--- src/rtl/tune_split_pkg.sv ---
package tune_split_pkg;

    localparam int INT_W  = 6;
    localparam int FRAC_W = 8;
    localparam int WORD_W = INT_W + FRAC_W;
    localparam int RES_W  = FRAC_W + 2;
    localparam int CMP_W  = WORD_W + 2;

    typedef enum logic [1:0] {
        SPLIT_HOLD  = 2'd0,
        SPLIT_RISE  = 2'd1,
        SPLIT_FALL  = 2'd2,
        SPLIT_PRIME = 2'd3
    } split_mode_e;

    typedef struct packed {
        logic [INT_W-1:0] code;
        logic [RES_W-1:0] res;
    } split_out_t;

    function automatic logic [INT_W-1:0] word_floor(input logic [WORD_W-1:0] w);
        return w[WORD_W-1:FRAC_W];
    endfunction

    function automatic logic [INT_W-1:0] code_sat(input logic [INT_W:0] v);
        logic [INT_W:0] top_code;
        top_code = {1'b0, {INT_W{1'b1}}};
        if (v > top_code)
            return {INT_W{1'b1}};
        return v[INT_W-1:0];
    endfunction

endpackage

--- src/rtl/tune_split_boundary.sv ---
module tune_split_boundary
    import tune_split_pkg::*;
#(
    parameter int IW = INT_W,
    parameter int FW = FRAC_W
) (
    input  logic [IW+FW-1:0] word,
    input  logic [IW-1:0]    b_cur,
    input  logic             primed,
    output logic [IW-1:0]    b_nxt
);
    localparam int WW = IW + FW;
    localparam int CW = WW + 2;
    localparam logic signed [CW-1:0] ONE = 1;

    logic signed [CW-1:0] word_s;
    logic signed [CW-1:0] b_ext;
    logic signed [CW-1:0] up_lim;
    logic signed [CW-1:0] lo_lim;
    logic [IW-1:0]        flr;
    logic [IW:0]          flr_p1;
    split_mode_e          mode;

    always_comb begin
        word_s = signed'(CW'(word));
        b_ext  = signed'(CW'(b_cur));
        up_lim = (b_ext + ONE) <<< FW;
        lo_lim = (b_ext - ONE) <<< FW;
        flr    = word[WW-1:FW];
        flr_p1 = {1'b0, flr} + {{IW{1'b0}}, 1'b1};
    end

    always_comb begin
        if (!primed)
            mode = SPLIT_PRIME;
        else if (word_s >= up_lim)
            mode = SPLIT_RISE;
        else if (word_s < lo_lim)
            mode = SPLIT_FALL;
        else
            mode = SPLIT_HOLD;
    end

    always_comb begin
        case (mode)
            SPLIT_PRIME: b_nxt = flr;
            SPLIT_RISE:  b_nxt = flr;
            SPLIT_FALL:  b_nxt = code_sat(flr_p1);
            default:     b_nxt = b_cur;
        endcase
    end

endmodule

--- src/rtl/tune_split_residue.sv ---
module tune_split_residue
    import tune_split_pkg::*;
#(
    parameter int IW = INT_W,
    parameter int FW = FRAC_W
) (
    input  logic [IW+FW-1:0] word,
    input  logic [IW-1:0]    b_sel,
    output logic [FW+1:0]    res
);
    localparam int WW = IW + FW;
    localparam int CW = WW + 2;

    logic signed [CW-1:0] diff;

    always_comb begin
        diff = signed'(CW'(word)) - (signed'(CW'(b_sel)) <<< FW);
        res  = diff[FW+1:0];
    end

endmodule

--- src/rtl/tune_word_splitter.sv ---
module tune_word_splitter
    import tune_split_pkg::*;
(
    input  logic                  clk,
    input  logic                  rst,
    input  logic                  upd,
    input  logic [WORD_W-1:0]     tune_word,
    output logic [INT_W-1:0]      coarse_code,
    output logic [RES_W-1:0]      frac_res
);
    split_out_t      out_q;
    logic            primed_q;
    logic [INT_W-1:0] b_nxt;
    logic [RES_W-1:0] res_nxt;

    tune_split_boundary #(.IW(INT_W), .FW(FRAC_W)) u_bound (
        .word   (tune_word),
        .b_cur  (out_q.code),
        .primed (primed_q),
        .b_nxt  (b_nxt)
    );

    tune_split_residue #(.IW(INT_W), .FW(FRAC_W)) u_res (
        .word  (tune_word),
        .b_sel (b_nxt),
        .res   (res_nxt)
    );

    always_ff @(posedge clk) begin
        if (rst) begin
            out_q    <= '0;
            primed_q <= 1'b0;
        end else if (upd) begin
            out_q.code <= b_nxt;
            out_q.res  <= res_nxt;
            primed_q   <= 1'b1;
        end
    end

    assign coarse_code = out_q.code;
    assign frac_res    = out_q.res;

endmodule

--- config.mk ---
export PLATFORM = sky130hd
export DESIGN_NAME = tune_word_splitter
export DESIGN_NICKNAME = d
export VERILOG_FILES = /design/src/rtl/tune_split_pkg.sv /design/src/rtl/tune_split_boundary.sv /design/src/rtl/tune_split_residue.sv /design/src/rtl/tune_word_splitter.sv
export SDC_FILE = /design/constraint.sdc
export NUM_CORES = 1
export LEC_CHECK = 0
export ABC_AREA = 1
export CORE_ASPECT_RATIO = 2
export CORE_MARGIN = 3
export CORE_UTILIZATION = 50
export DETAILED_ROUTE_END_ITERATION = 16
export MAX_ROUTING_LAYER = met4
export PLACE_DENSITY = 0.84
export SYNTH_ARGS = -nofsm -noshare
export SYNTH_HDL_FRONTEND = slang
export SYNTH_SLANG_ARGS = --single-unit
--- constraint.sdc ---
create_clock -name clk -period 3.2 [get_ports clk]
set_input_delay 0.32 -clock clk [delete_from_list [all_inputs] [get_ports clk]]
set_output_delay 0.32 -clock clk [all_outputs]
set_load 0.005 [all_outputs]
=== After elaboration in Yosys (flattened, before gate mapping) ===
Cells that the tools add are included.

* Muxes and demuxes: 8
* Equal/unequal tests: 3
* Reductions and logical operators: 1
* Add/subtract/negate cells: 4
* Order comparisons: 3

{| class="wikitable"
|+ Operators with widths
! cell !! number
|-
| $ge A14 B15 Y1 || 1
|-
| $lt A15 B15 Y1 || 1
|-
| $add A6 B1 Y7 const B || 2
|-
| $mux W6 || 2
|-
| $pmux W6 S2 || 1
|-
| $sub A10 B10 Y10 || 1
|-
| $gt A7 B6 Y1 const B || 1
|-
| $sub A6 B1 Y7 const B || 1
|-
| $mux W2 || 3
|-
| $eq A2 B2 Y1 const B || 2
|-
| $eq A2 B1 Y1 const B || 1
|-
| $mux W1 || 2
|-
| $reduce_or A2 Y1 || 1
|}

* Output and inout port bits: 16
* Logic and storage cells: 22
* Register bits after elaboration: 17
* Input bits: 17

=== Logic depth before layout (Yosys ltp) ===
* Depth in word-level cells: 10
* Mapped depth: 23
* Gate-level depth less buffers: 23

=== Modules after synthesis ===
A second synthesis with hierarchy kept.

* Cell total of the unflattened synthesis: 272
* Area total of the unflattened synthesis: 1704.1 um^2

{| class="wikitable"
|+ Modules (own cells, without submodules)
! module !! cells each !! seq. area each (um^2) !! area an instance (um^2) !! instances
|-
| tune_split_boundary || 147 || 0.0 || 822.0 || 1
|-
| tune_word_splitter || 105 || 340.3 || 767.0 || 1
|-
| tune_split_residue || 20 || 0.0 || 115.1 || 1
|}

=== Least setup slack after synthesis ===
Ideal clock, no wire load.

* Path type: reg2reg
* From: register out_q, in the netlist coarse_code[1]
* To: register out_q, in the netlist frac_res[9]
* Cell stages (with the launch flop): 22
* Clock period less this slack: 2.931 ns
* Slack: 0.269 ns
* Data arrival time: 2.822 ns
* Required time: 3.091 ns
* Setup time: 0.109 ns
* Buffers on the path: 0
* Cells stage by stage: dfxtp_1 > ha_1 > nand2_2 > nor2_4 > or3_1 > ha_1 > a21o_1 > nand3_1 > nand2_2 > nor2_4 > nand3_4 > nor2_1 > nand2_1 > nand3_1 > inv_1 > ha_1 > xor2_1 > inv_1 > nand2_1 > nand3_1 > nand2_1 > inv_1

* Cells in the longest elaborated chain, start to end: 9
* Elaborated cells on any way between the ends: 13
* Classes of those cells: add/sub: 3; order compare: 2; eq/ne: 3; mux: 4; reduce/logical: 1

{| class="wikitable"
|+ Ends and longest elaborated chain
! element !! RTL line !! text
|-
| start: declaration || tune_word_splitter.sv:11 || <nowiki>split_out_t out_q;</nowiki>
|-
| $sub A6 B1 Y7 || tune_split_boundary.sv:28 || <nowiki>lo_lim = (b_ext - ONE) <<< FW;</nowiki>
|-
| $lt A15 B15 Y1 || tune_split_boundary.sv:38 || <nowiki>else if (word_s < lo_lim)</nowiki>
|-
| $mux W2 || tune_split_boundary.sv:38 ||
|-
| $mux W2 (*) || tune_split_boundary.sv:36 || <nowiki>else if (word_s >= up_lim)</nowiki>
|-
| $mux W2 (*) || tune_split_boundary.sv:34 || <nowiki>if (!primed)</nowiki>
|-
| $eq A2 B2 Y1 / $eq A2 B1 Y1 (equally long branches) || tune_split_boundary.sv:45 || <nowiki>case (mode)</nowiki>
|-
| $reduce_or A2 Y1 (no line) || n/a ||
|-
| $pmux W6 S2 (*) || tune_split_boundary.sv:45 ||
|-
| named net b_nxt[0] || tune_word_splitter.sv:13 || <nowiki>logic [INT_W-1:0] b_nxt;</nowiki>
|-
| $sub A10 B10 Y10 (*) || tune_split_residue.sv:17 || <nowiki>diff = signed'(CW'(word)) - (signed'(CW'(b_sel)) <<< FW);</nowiki>
|}

Mark *: on every way through the listed nets, which the timed path passes. The rest lies on a longest branch.
A chain may end at the register's enable or synchronous reset.

=== Final worst setup path ===
* From: register out_q, in the netlist coarse_code[0]
* To: register out_q, in the netlist frac_res[9]

* Cells in the longest elaborated chain, start to end: 9
* Elaborated cells on any way between the ends: 13
* Classes of those cells: add/sub: 3; order compare: 2; eq/ne: 3; mux: 4; reduce/logical: 1

{| class="wikitable"
|+ Ends and longest elaborated chain
! element !! RTL line
|-
| $sub A6 B1 Y7 || tune_split_boundary.sv:28
|-
| $lt A15 B15 Y1 || tune_split_boundary.sv:38
|-
| $mux W2 || tune_split_boundary.sv:38
|-
| $mux W2 || tune_split_boundary.sv:36
|-
| $mux W2 || tune_split_boundary.sv:34
|-
| $eq A2 B2 Y1 / $eq A2 B1 Y1 (equally long branches) || tune_split_boundary.sv:45
|-
| $reduce_or A2 Y1 (no line) || n/a
|-
| $pmux W6 S2 (*) || tune_split_boundary.sv:45
|-
| named net b_nxt[0] || tune_word_splitter.sv:13
|-
| $sub A10 B10 Y10 (*) || tune_split_residue.sv:17
|}

Marks and branches as above.

==> metrics.csv <==
metric;value;unit
vias in the first global route;1534;
crit path max fanout;5;
Netlist Area Pre-Place;1410;µm²
Synth Area in XOR/XNOR;6.20;%
pin count of the biggest net entering global routing;21;
EDFF count, synth;0;
post-synth top area share;24.1;%
Synth area leaders;dfxtp_1 (24%), ha_1 (14%), nand2_1 (9.8%);
drt initial violations;37;
final net count;290;
Max-slew headroom;73.2;%
I/O pin count;33;
hold violation count in the final report;0;
latest clock arrival within the worst-skew pair;0.26;ns
HP Class;reg -> reg;
Starting Density;53.6;%
leading area contributor after synthesis;dfxtp_1;
Fin Clk Skew;0.00691;ns
CTS Buf Count;3;
largest family of logic cells by synthesized area;simple AND/OR/NAND/NOR gates;
final wirelength;3.77;mm
clock sinks;17;
power per standard cell area;369;nW/µm²
Clock Path Buffers;2;
post-synthesis net count;245;
syn_area_per_cell;6.66;µm²
Die Wd;43.6;µm
CP Data Required Time;3.36;ns
top sig layer;met4;
gpl congestion;0.919;
Routed WL per cell;13.3;µm
CTS root buffer;clkbuf_8;
FMAX;331;MHz
most common cell after layout, fill and taps aside;nand2_1;
hold depth;2;
Startpoint Class;register;
Worst setup EP type;register;
Layout area overhead;35.0;%
Post-synth ARST share;0;%
total grt overflow;0;
MaxCap Viol Count;0;
count of cell types in the netlist;26;
post-synthesis compound-gate area fraction;13.4;%
top_reg_cell synth;dfxtp_1;
fillcell total;225;
CTS tree;built;
RSZ-0062 raised after global routing;false;
H-tree levels;1;
die height;81.2;µm
simple-gate share of the synthesized area;33.6;%
CTS Hold Bufs;0;
warnings from Yosys;0;
Global Route Usage Sum;24.2;%
fin crit period;3.02;ns
R2R depth;22;
most frequent cells in the layout;nand2_1 (37), clkdlybuf4s50_1 (32), nor2_1 (28);
std cell rows;26;
status;complete, no violations;
1st-pass router iterations;4;
part of the cycle the worst path needs;94.5;%
Post-Synth Adder-Cell Area;14.2;%
global-route wire length before repair;6.39;mm
DR vias;1545;
Setup CP Type;reg -> reg;
die footprint;3540;µm²
ANT cells;0;
Via density;5.44;
Max VDD drop;0.000322;V
Post-DP Area;1820;µm²
post-route ant nets;0;
Final setup viols;0;
# DRC;0;
core area;2640;µm²
Worst EP arrival;3.19;ns
Clock Pin Slew Worst Setup and Hold Paths;0.07;ns
detailed placement HPWL;3.02;mm
Post-Route M1 WL;1.42;mm
register bit total from synthesis;17;
initial antenna violation count;0;
Final Instance Area;1910;µm²
Syn Inst Count;212;
dpl ws;0.0560;ns
measured slew at the worst slew-check pin;0.402;ns
total power;0.000703;W
mux contribution to synthesized area;0;%
Leakage Power;0.890;nW
DR WL met2;2.01;mm
sum of negative setup slack;0;ns
PortBufs;32;
WL met3;154;µm
layout cells sized above 1;12.1;%
Slew Limit Fails;0;
Final WS setup;0.175;ns
post-synthesis sequential area ratio;24.1;%
## Yosys cell counts, drive strengths merged (2+ instances only)
| cell | instances |
|---|---|
| nor2 | 33 |
| clkbuf | 3 |
| nand3 | 16 |
| a31oi | 2 |
| a21oi | 16 |
| inv | 28 |
| nand4 | 7 |
| xnor2 | 5 |
| ha | 16 |
| dfxtp | 17 |
| nand2 | 41 |
| xor2 | 5 |
| o21ai | 16 |
## worst max-delay path: stages, from the launching register on
cell     delay, ns
dfxtp_2       0.34
ha_2          0.21
nand2_2       0.09
nor2_4        0.05
or3_1         0.38
ha_4          0.29
nand2_1       0.06
inv_1         0.07
nand3_1       0.07
nor2_1        0.23
nor2_4        0.06
nand3_4       0.08
buf_4         0.13
nand2_1       0.04
nand3_1       0.10
inv_1         0.06
ha_1          0.18
xor2_1        0.19
inv_1         0.08
nand2_1       0.08
nand3_1       0.06
nand2_1       0.07
inv_1         0.03
## path summary, 6_finish.rpt
path	slack [ns]	startpoint	to
min	0.50	frac_res[2]	frac_res[2]
max reg2reg	0.18	coarse_code[0]	frac_res[9]
min reg2reg	0.50	frac_res[2]	frac_res[2]
max	0.18	coarse_code[0]	frac_res[9]
## cell families after synthesis
kind of cell | count (synthesis)
adders and majority gates | 16
DFF | 17
and+or+nand+nor | 101
xor gates and xnor gates | 10
AOI/OAI and AO/OA | 36
buffers and inverters | 32
## through the flow
step / std cells / utilization, % / hold slack, ns
final: 284 / 72.4 / 0.505
after global routing: 284 / 72.4 / 0.555
after CTS: 281 / 70.8 / 0.508
after detailed placement: 277 / 69.0 / 0.486
after global placement: 277 / 69.0 / 0.481
after floorplan: 212 / - / 0.392
## final cells by class
cell class                      count  area (µm²)  share of cell area (%)
Timing Repair Buffer               44         410                    21.5
Sequential cell                    17         343                    18.0
Clock buffer                        4        45.0                    2.36
Inverter                           28         105                    5.51
Multi-Input combinational cell    163         968                    50.8
Tap cell                           28        35.0                    1.84
## power breakdown
| part | internal [W] | total (W) | switching, W | leakage, nW |
|---|---|---|---|---|
| Sequential | 0.000230 | 0.000250 | 0.0000201 | 0.142 |
| Clock | 0.0000885 | 0.000161 | 0.0000728 | 0.0228 |
| Combinational | 0.000140 | 0.000291 | 0.000151 | 0.725 |
## flip-flops by register name (all words and copies together), names as in the netlist
| signal | count |
|---|---|
| coarse_code | 6 |
| frac_res | 10 |
| primed_q | 1 |
## timing repair
action	in CTS	in global routing
setup buffers	0	3
setup endpoints to repair	0	1
gates resized for setup	0	6
hold endpoints to repair	0	0
## per-layer routing
layer	global-route usage (%)	up-vias
met2	43.1	58
met5	-	-
met4	15.7	0
met3	1.77	16
met1	24.2	684
li1	-	787
(Power assumes the default switching activity.)
